File: config.mk
export PLATFORM = sky130hd
export DESIGN_NAME = offset_cal_engine
export DESIGN_NICKNAME = d
export VERILOG_FILES = /design/src/rtl/ocal_pkg.sv /design/src/rtl/ocal_ctrl.sv /design/src/rtl/ocal_dp.sv /design/src/rtl/offset_cal_engine.sv
export SDC_FILE = /design/constraint.sdc
export NUM_CORES = 1
export LEC_CHECK = 0
export BUFFER_PORTS_ARGS = -buffer_cell sky130_fd_sc_hd__clkbuf_2
export CORE_UTILIZATION = 50
export DETAILED_ROUTE_END_ITERATION = 12
export PLACE_DENSITY = 0.69
export REMOVE_ABC_BUFFERS = 1
export SYNTH_ARGS = -nofsm -noshare
export SYNTH_HDL_FRONTEND = slang
export SYNTH_HIERARCHICAL = 1
export SYNTH_SLANG_ARGS = --single-unit
File: constraint.sdc
create_clock -name clk -period 7 [get_ports clk]
set_input_delay 1.75 -clock clk [delete_from_list [all_inputs] [get_ports clk]]
set_output_delay 1.75 -clock clk [all_outputs]
set_load 0.005 [all_outputs]
File: src/rtl/ocal_pkg.sv
package ocal_pkg;

  typedef struct packed {
    logic clrAcc;
    logic accEn;
    logic divStart;
    logic divSelI;
    logic wrOff;
    logic clrCoef;
  } ocal_strobe_t;

  typedef enum logic [2:0] {
    S_IDLE, S_ACCUM, S_POSTV, S_WAITV, S_POSTI, S_WAITI, S_FINISH, S_DONE
  } ocal_state_t;

endpackage

File: src/rtl/ocal_ctrl.sv
module ocal_ctrl
  import ocal_pkg::*;
#(
  parameter int CYC_W = 32
) (
  input  logic             clk,
  input  logic             rst_n,
  input  logic             start,
  input  logic             selV,
  input  logic             selI,
  input  logic [CYC_W-1:0] calCycles,
  input  logic             divDone,
  input  logic             countZero,
  output ocal_strobe_t     strobe,
  output logic             busy,
  output logic             done,
  output logic             failV,
  output logic             failI
);

  ocal_state_t     state, stateNext;
  logic [CYC_W-1:0] cycLeft;
  logic            selVq, selIq;
  logic            cycActive;

  assign cycActive = (cycLeft != '0);

  always_comb begin
    strobe    = '0;
    stateNext = state;
    unique case (state)
      S_IDLE: begin
        if (start) begin
          strobe.clrAcc = 1'b1;
          stateNext     = S_ACCUM;
        end
      end
      S_ACCUM: begin
        strobe.accEn = cycActive;
        if (cycLeft <= CYC_W'(1)) stateNext = S_POSTV;
      end
      S_POSTV: begin
        if (selVq && !countZero) begin
          strobe.divStart = 1'b1;
          stateNext       = S_WAITV;
        end else begin
          stateNext = S_POSTI;
        end
      end
      S_WAITV: begin
        if (divDone) begin
          strobe.wrOff = 1'b1;
          stateNext    = S_POSTI;
        end
      end
      S_POSTI: begin
        strobe.divSelI = 1'b1;
        if (selIq && !countZero) begin
          strobe.divStart = 1'b1;
          stateNext       = S_WAITI;
        end else begin
          stateNext = S_FINISH;
        end
      end
      S_WAITI: begin
        strobe.divSelI = 1'b1;
        if (divDone) begin
          strobe.wrOff = 1'b1;
          stateNext    = S_FINISH;
        end
      end
      S_FINISH: begin
        strobe.clrCoef = 1'b1;
        stateNext      = S_DONE;
      end
      S_DONE: stateNext = S_IDLE;
      default: stateNext = S_IDLE;
    endcase
  end

  always_ff @(posedge clk or negedge rst_n) begin
    if (!rst_n) begin
      state   <= S_IDLE;
      cycLeft <= '0;
      selVq   <= 1'b0;
      selIq   <= 1'b0;
      failV   <= 1'b0;
      failI   <= 1'b0;
    end else begin
      state <= stateNext;
      if (state == S_IDLE && start) begin
        cycLeft <= calCycles;
        selVq   <= selV;
        selIq   <= selI;
        failV   <= 1'b0;
        failI   <= 1'b0;
      end else if (state == S_ACCUM && cycActive) begin
        cycLeft <= cycLeft - CYC_W'(1);
      end
      if (state == S_POSTV && selVq && countZero) failV <= 1'b1;
      if (state == S_POSTI && selIq && countZero) failI <= 1'b1;
    end
  end

  assign busy = (state != S_IDLE);
  assign done = (state == S_DONE);

endmodule

File: src/rtl/ocal_dp.sv
module ocal_dp
  import ocal_pkg::*;
#(
  parameter int SAMPLE_W = 24,
  parameter int ACC_W    = 48,
  parameter int CNT_W    = 25,
  parameter int COEF_W   = 16
) (
  input  logic                clk,
  input  logic                rst_n,
  input  ocal_strobe_t        strobe,
  input  logic                sampleValid,
  input  logic [SAMPLE_W-1:0] vSample,
  input  logic [SAMPLE_W-1:0] iSample,
  input  logic                hpfLoad,
  input  logic [COEF_W-1:0]   hpfVIn,
  input  logic [COEF_W-1:0]   hpfIIn,
  output logic                divDone,
  output logic                countZero,
  output logic [SAMPLE_W-1:0] vOffset,
  output logic [SAMPLE_W-1:0] iOffset,
  output logic [COEF_W-1:0]   hpfCoefV,
  output logic [COEF_W-1:0]   hpfCoefI
);

  localparam int NUM_CH = 2;
  localparam int EXT_W  = ACC_W - SAMPLE_W;
  localparam int IT_W   = $clog2(ACC_W + 1);
  localparam logic [CNT_W-1:0] MAX_CNT = CNT_W'(1) << (CNT_W - 1);

  logic [NUM_CH-1:0][SAMPLE_W-1:0] chSample;
  logic [NUM_CH-1:0][ACC_W-1:0]    chSum;
  logic [CNT_W-1:0]                sampleCnt;
  logic                            takeSample;

  assign chSample   = {iSample, vSample};
  assign takeSample = strobe.accEn && sampleValid && (sampleCnt != MAX_CNT);
  assign countZero  = (sampleCnt == '0);

  always_ff @(posedge clk or negedge rst_n) begin
    if (!rst_n)              sampleCnt <= '0;
    else if (strobe.clrAcc)  sampleCnt <= '0;
    else if (takeSample)     sampleCnt <= sampleCnt + CNT_W'(1);
  end

  for (genvar ch = 0; ch < NUM_CH; ch++) begin : g_acc
    logic [ACC_W-1:0] extSample;
    assign extSample = {{EXT_W{chSample[ch][SAMPLE_W-1]}}, chSample[ch]};
    always_ff @(posedge clk or negedge rst_n) begin
      if (!rst_n)             chSum[ch] <= '0;
      else if (strobe.clrAcc) chSum[ch] <= '0;
      else if (takeSample)    chSum[ch] <= chSum[ch] + extSample;
    end
  end

  // shared restoring divider on magnitudes, sign applied afterwards
  logic [ACC_W-1:0] divSum, divMag, quoQ, quoSigned;
  logic [CNT_W-1:0] remQ, divisorQ;
  logic [CNT_W:0]   remShift, remDiff;
  logic [IT_W-1:0]  itQ;
  logic             negQ, divActive;

  assign divSum   = strobe.divSelI ? chSum[1] : chSum[0];
  assign divMag   = divSum[ACC_W-1] ? (~divSum + ACC_W'(1)) : divSum;
  assign remShift = {remQ, quoQ[ACC_W-1]};
  assign remDiff  = remShift - {1'b0, divisorQ};

  always_ff @(posedge clk or negedge rst_n) begin
    if (!rst_n) begin
      quoQ      <= '0;
      remQ      <= '0;
      divisorQ  <= '0;
      itQ       <= '0;
      negQ      <= 1'b0;
      divActive <= 1'b0;
    end else if (strobe.divStart) begin
      quoQ      <= divMag;
      remQ      <= '0;
      divisorQ  <= sampleCnt;
      itQ       <= IT_W'(ACC_W);
      negQ      <= divSum[ACC_W-1];
      divActive <= 1'b1;
    end else if (itQ != '0) begin
      if (remShift >= {1'b0, divisorQ}) begin
        remQ <= remDiff[CNT_W-1:0];
        quoQ <= {quoQ[ACC_W-2:0], 1'b1};
      end else begin
        remQ <= remShift[CNT_W-1:0];
        quoQ <= {quoQ[ACC_W-2:0], 1'b0};
      end
      itQ <= itQ - IT_W'(1);
    end else if (strobe.wrOff) begin
      divActive <= 1'b0;
    end
  end

  assign divDone   = divActive && (itQ == '0);
  assign quoSigned = negQ ? (~quoQ + ACC_W'(1)) : quoQ;

  always_ff @(posedge clk or negedge rst_n) begin
    if (!rst_n) begin
      vOffset <= '0;
      iOffset <= '0;
    end else if (strobe.wrOff) begin
      if (strobe.divSelI) iOffset <= quoSigned[SAMPLE_W-1:0];
      else                vOffset <= quoSigned[SAMPLE_W-1:0];
    end
  end

  always_ff @(posedge clk or negedge rst_n) begin
    if (!rst_n) begin
      hpfCoefV <= '0;
      hpfCoefI <= '0;
    end else if (strobe.clrCoef) begin
      hpfCoefV <= '0;
      hpfCoefI <= '0;
    end else if (hpfLoad) begin
      hpfCoefV <= hpfVIn;
      hpfCoefI <= hpfIIn;
    end
  end

endmodule

File: src/rtl/offset_cal_engine.sv
module offset_cal_engine
  import ocal_pkg::*;
#(
  parameter int SAMPLE_W = 24,
  parameter int CNT_W    = 25,
  parameter int ACC_W    = SAMPLE_W + CNT_W - 1,
  parameter int CYC_W    = 32,
  parameter int COEF_W   = 16
) (
  input  logic                clk,
  input  logic                rst_n,
  input  logic                start,
  input  logic                selV,
  input  logic                selI,
  input  logic [CYC_W-1:0]    calCycles,
  input  logic                sampleValid,
  input  logic [SAMPLE_W-1:0] vSample,
  input  logic [SAMPLE_W-1:0] iSample,
  input  logic                hpfLoad,
  input  logic [COEF_W-1:0]   hpfVIn,
  input  logic [COEF_W-1:0]   hpfIIn,
  output logic [SAMPLE_W-1:0] vOffset,
  output logic [SAMPLE_W-1:0] iOffset,
  output logic [COEF_W-1:0]   hpfCoefV,
  output logic [COEF_W-1:0]   hpfCoefI,
  output logic                busy,
  output logic                done,
  output logic                failV,
  output logic                failI
);

  ocal_strobe_t strobe;
  logic         divDone, countZero;

  ocal_ctrl #(.CYC_W(CYC_W)) u_ctrl (
    .clk(clk), .rst_n(rst_n), .start(start), .selV(selV), .selI(selI),
    .calCycles(calCycles), .divDone(divDone), .countZero(countZero),
    .strobe(strobe), .busy(busy), .done(done), .failV(failV), .failI(failI)
  );

  ocal_dp #(.SAMPLE_W(SAMPLE_W), .ACC_W(ACC_W), .CNT_W(CNT_W), .COEF_W(COEF_W)) u_dp (
    .clk(clk), .rst_n(rst_n), .strobe(strobe), .sampleValid(sampleValid),
    .vSample(vSample), .iSample(iSample), .hpfLoad(hpfLoad),
    .hpfVIn(hpfVIn), .hpfIIn(hpfIIn), .divDone(divDone), .countZero(countZero),
    .vOffset(vOffset), .iOffset(iOffset), .hpfCoefV(hpfCoefV), .hpfCoefI(hpfCoefI)
  );

endmodule

==> metrics.log <==
[metrics] DR pass1 iterations: 6
[metrics] GRT Residual Overflow: 0
[metrics] total CTS buffers: 39
[metrics] library cell occupying the most area in the post-synthesis netlist: dfrtp_1
[metrics] count of H-tree levels built during CTS: 2
[metrics] post-cts sizing count: 0
[metrics] flops & latches, synth: 346
[metrics] status: finished, final reports clean
[metrics] width of the chip: 217.9 um
[metrics] Die ar.: 47480 um2
[metrics] fraction of final layout cells with drive strength greater than 1: 11.66%
[metrics] number of instances in the synthesized netlist: 2750
[metrics] area share of the largest cell type after synthesis: 37.15%
[metrics] Total GRT Usage: 24.47%
[metrics] max-slew violation count: 0
[metrics] most common library cells after synthesis: 443 x nand2_1, 346 x dfrtp_1, 247 x o21ai_0
[metrics] register area share after synthesis: 37.15%
[metrics] worst-path fanout max: 4
[metrics] vias in the first global route: 19490
[metrics] area growth from synthesis to layout: 11.86%
[metrics] number of DRC violations after detailed routing: 0
[metrics] number of placed instances, taps included: 3428
[metrics] FMAX: 198.9 MHz
[metrics] initial antenna violation count: 0
[metrics] Hold Crit Class: flop to flop
[metrics] number of rows in the core area: 78
[metrics] Pwr Density: 450.9 nW/um2
[metrics] hold path endpoint: u_dp/divActive
[metrics] Worst slew margin: 14.70%
[metrics] number of I/O pins: 203
[metrics] HPWL Detailed: 42140 um
[metrics] number of hold buffers added after cts: 0
[metrics] root buffer selected by CTS: clkbuf_16
[metrics] proportion of power drawn by the clock network: 18.4%
[metrics] library cells used by synthesis: 88
[metrics] Hold Vio Cnt, Final: 0
[metrics] Worst Tran Pin Value: 1.278 ns
[metrics] Post-Route WL: 58310 um
[metrics] Synth Area per Inst: 8.476 um2
[metrics] Sw Ratio: 43.45%
[metrics] post-route setup TNS: 0 ns
[metrics] proportion of power drawn by flip-flops and latches: 29.9%
[metrics] required time of the worst setup path: 7.47 ns
[metrics] count leader, synth: nand2_1
[metrics] number of vias after detailed routing: 20030
[metrics] Post-synth top flop: dfrtp_1
[metrics] cell-internal power: 6.648 mW
[metrics] critical path class: input pin to flop
[metrics] antenna cells: 0
[metrics] Final period util: 71.84%
[metrics] Filler cells: 4098
[metrics] arrival time at the worst endpoint: 5.50 ns
[metrics] flop2flop setup slack: 2.32 ns
[metrics] final worst path period need: 5.029 ns
[metrics] end of the worst register-to-register path: u_dp/quoQ[39]
[metrics] Leakage Power: 12.01 nW
[metrics] Final Instance Count excl. Fillers: 3500
[metrics] area of the core region: 45670 um2
[metrics] Initial Util: 51.03%
[metrics] number of buffers on the longest clock path: 3
[metrics] reported net switching power: 5.108 mW
[metrics] Layout Nets: 3119
[metrics] drt initial violations: 1210
[metrics] Port Buf Inserts: 202
[metrics] Crit Reg-Reg Startpoint: u_ctrl/state[2]
[metrics] count of nets left with antenna violations after detail routing: 0
[metrics] type of element capturing the critical path: flop
[metrics] sink count of the clock tree: 346
[metrics] Peak VDD IR: 0.2171 mV
[metrics] Post-CTS Setup Bufs: 0
[metrics] clock input transition at the sequential cells of the worst setup and hold paths: 0.06 ns
[metrics] hold path startpoint: u_dp/divActive
[metrics] clk_skew: 0.01789 ns
[metrics] die height: 217.9 um
[metrics] Combinational Power Share: 51.7%
[metrics] average wire length per cell after detail routing: 16.66 um
[metrics] setup repair after global routing missed its margin: no
[metrics] # setup viols final: 0
[metrics] proportion of synthesized flip-flops having asynchronous set or reset: 100.0%
[metrics] Worst setup SP type: input pin
[metrics] TritonCTS clock tree: built
[metrics] Post-synth EDFFs: 0
[metrics] number of cells traversed by the worst register-to-register path: 13
[metrics] clock latency of the later-clocked register in the worst-skew pair: 0.56 ns
[metrics] placer's final routability congestion estimate: 0.9020
[metrics] largest net degree at the start of global routing: 181
[metrics] Warnings, synthesis: 6
[metrics] Worst Hold Depth: 1
[metrics] Post-Synthesis Cell Area: 23310 um2
[metrics] post-DR vias/cell: 5.722
[metrics] wire length of the first global-routing pass: 95990 um
[metrics] largest cells by area after synthesis: dfrtp_1 37%, nand2_1 7.1%, ha_1 6.9%
[metrics] total of max-cap violations: 0
[metrics by stage]
stage | total power [mW] | cell area [um2] | setup slack, ns | hold slack, ns | utilization (%)
detailed placement | 9.545 | 24690 | 1.477 | 0.4592 | 54.05
finish | 11.76 | 26070 | 1.971 | 0.4700 | 57.08
CTS | 11.78 | 26070 | 2.041 | 0.4737 | 57.08
floorplan | 8.048 | 22720 | -7.584 | 0.4414 | -
global route | 12.76 | 26070 | 1.797 | 0.4943 | 57.08
global placement | 9.374 | 24690 | 1.401 | 0.4517 | 54.05
[layer usage]
| layer | vias to the layer above | global-route usage (%) | share of wire, % |
|---|---|---|---|
| li1 | 9935 | - | - |
| met1 | 9570 | 32.34 | 45 |
| met2 | 426 | 41.41 | 48 |
| met3 | 95 | 3.250 | 4.3 |
| met4 | 0 | 7.669 | 2.6 |
| met5 | - | 0 | 0 |
[cell usage in the layout (no fill, tap or decap), types with 19 or more instances in the layout]
master / netlist / final
inv_1: 67 / 66
o21ai_0: 247 / 247
nand3_1: 54 / 53
xor2_1: 91 / 91
a21o_1: 58 / 58
nand4_1: 26 / 26
or3_1: 36 / 36
o21bai_1: 19 / 19
a21oi_1: 246 / 246
clkbuf_16: 0 / 40
a211oi_1: 38 / 38
mux2i_1: 119 / 118
clkbuf_2: 0 / 201
nor3_1: 66 / 65
xnor2_1: 124 / 124
dfrtp_1: 346 / 346
nand2b_1: 32 / 32
ha_1: 128 / 128
nand2_1: 443 / 443
nor2b_1: 23 / 22
nor2_1: 194 / 193
[sequential cells by signal (all words and copies together), names as in the netlist]
register        flops
u_ctrl/cycLeft     32
u_ctrl/failI        1
u_ctrl/failV        1
u_ctrl/selIq        1
u_ctrl/selVq        1
u_ctrl/state        3
u_dp/chSum         96
u_dp/divActive      1
u_dp/divisorQ      25
u_dp/hpfCoefI      16
u_dp/hpfCoefV      16
u_dp/iOffset       24
u_dp/itQ            6
u_dp/negQ           1
u_dp/quoQ          48
u_dp/remQ          25
u_dp/sampleCnt     25
u_dp/vOffset       24
[layout make-up]
class / count / area (um2) / area share [%]
multi-input cells: 2195 / 13850 / 53.11
repair buffers: 219 / 1174 / 4.501
clock inverters: 12 / 157.7 / 0.6047
clock buffers: 60 / 1226 / 4.703
flip-flops and latches: 346 / 8658 / 33.21
well taps: 600 / 750.7 / 2.879
inverters: 68 / 257.7 / 0.9886
[kinds of logic (layout without fill, tap and decap cells)]
logic type	after synthesis	in the layout	share of synthesized area [%]
and+or+nand+nor	981	981	19.80
muxes	126	126	5.449
xor gates and xnor gates	215	215	8.079
buffers and inverters	209	359	3.623
adders and majority gates	131	131	7.129
DFF	346	346	37.15
AOI/OAI and AO/OA	742	742	18.78
[how the worst max path moves through the flow]
stage | slack [ns] | cells past startpoint | from | endpoint
finish | 1.97 | 14 | vSample[0] | u_dp/chSum[46]
global route | 1.80 | 14 | vSample[0] | u_dp/chSum[46]
CTS | 2.04 | 14 | vSample[0] | u_dp/chSum[46]
detailed placement | 1.48 | 14 | vSample[0] | u_dp/chSum[46]
global placement | 1.40 | 14 | vSample[0] | u_dp/chSum[46]
floorplan | -7.58 | 4 | u_ctrl/state[2] | u_dp/divisorQ[0]
[power groups by stage]
stage / sequential [mW] / combinational (mW) / clock [mW]
after floorplan: 3.31 / 4.74 / 0
final: 3.52 / 6.08 / 2.16
after global routing: 3.62 / 6.84 / 2.30
after global placement: 3.50 / 5.88 / 0
after CTS: 3.50 / 6.06 / 2.22
after detailed placement: 3.53 / 6.01 / 0
[critical path: stages]
cell and delay [ns]:
clkbuf_2 0.08, ha_1 0.23, fa_1 0.40, a21oi_1 0.19, nand4b_1 0.16, nand2_1 0.14
a2111oi_0 0.95, nor3_1 0.24, o31ai_1 0.53, o21a_1 0.24, nor3b_1 0.06, o22a_1 0.19
xnor2_1 0.12, a211oi_1 0.21
Note: power is estimated with default switching activity, not from simulation.
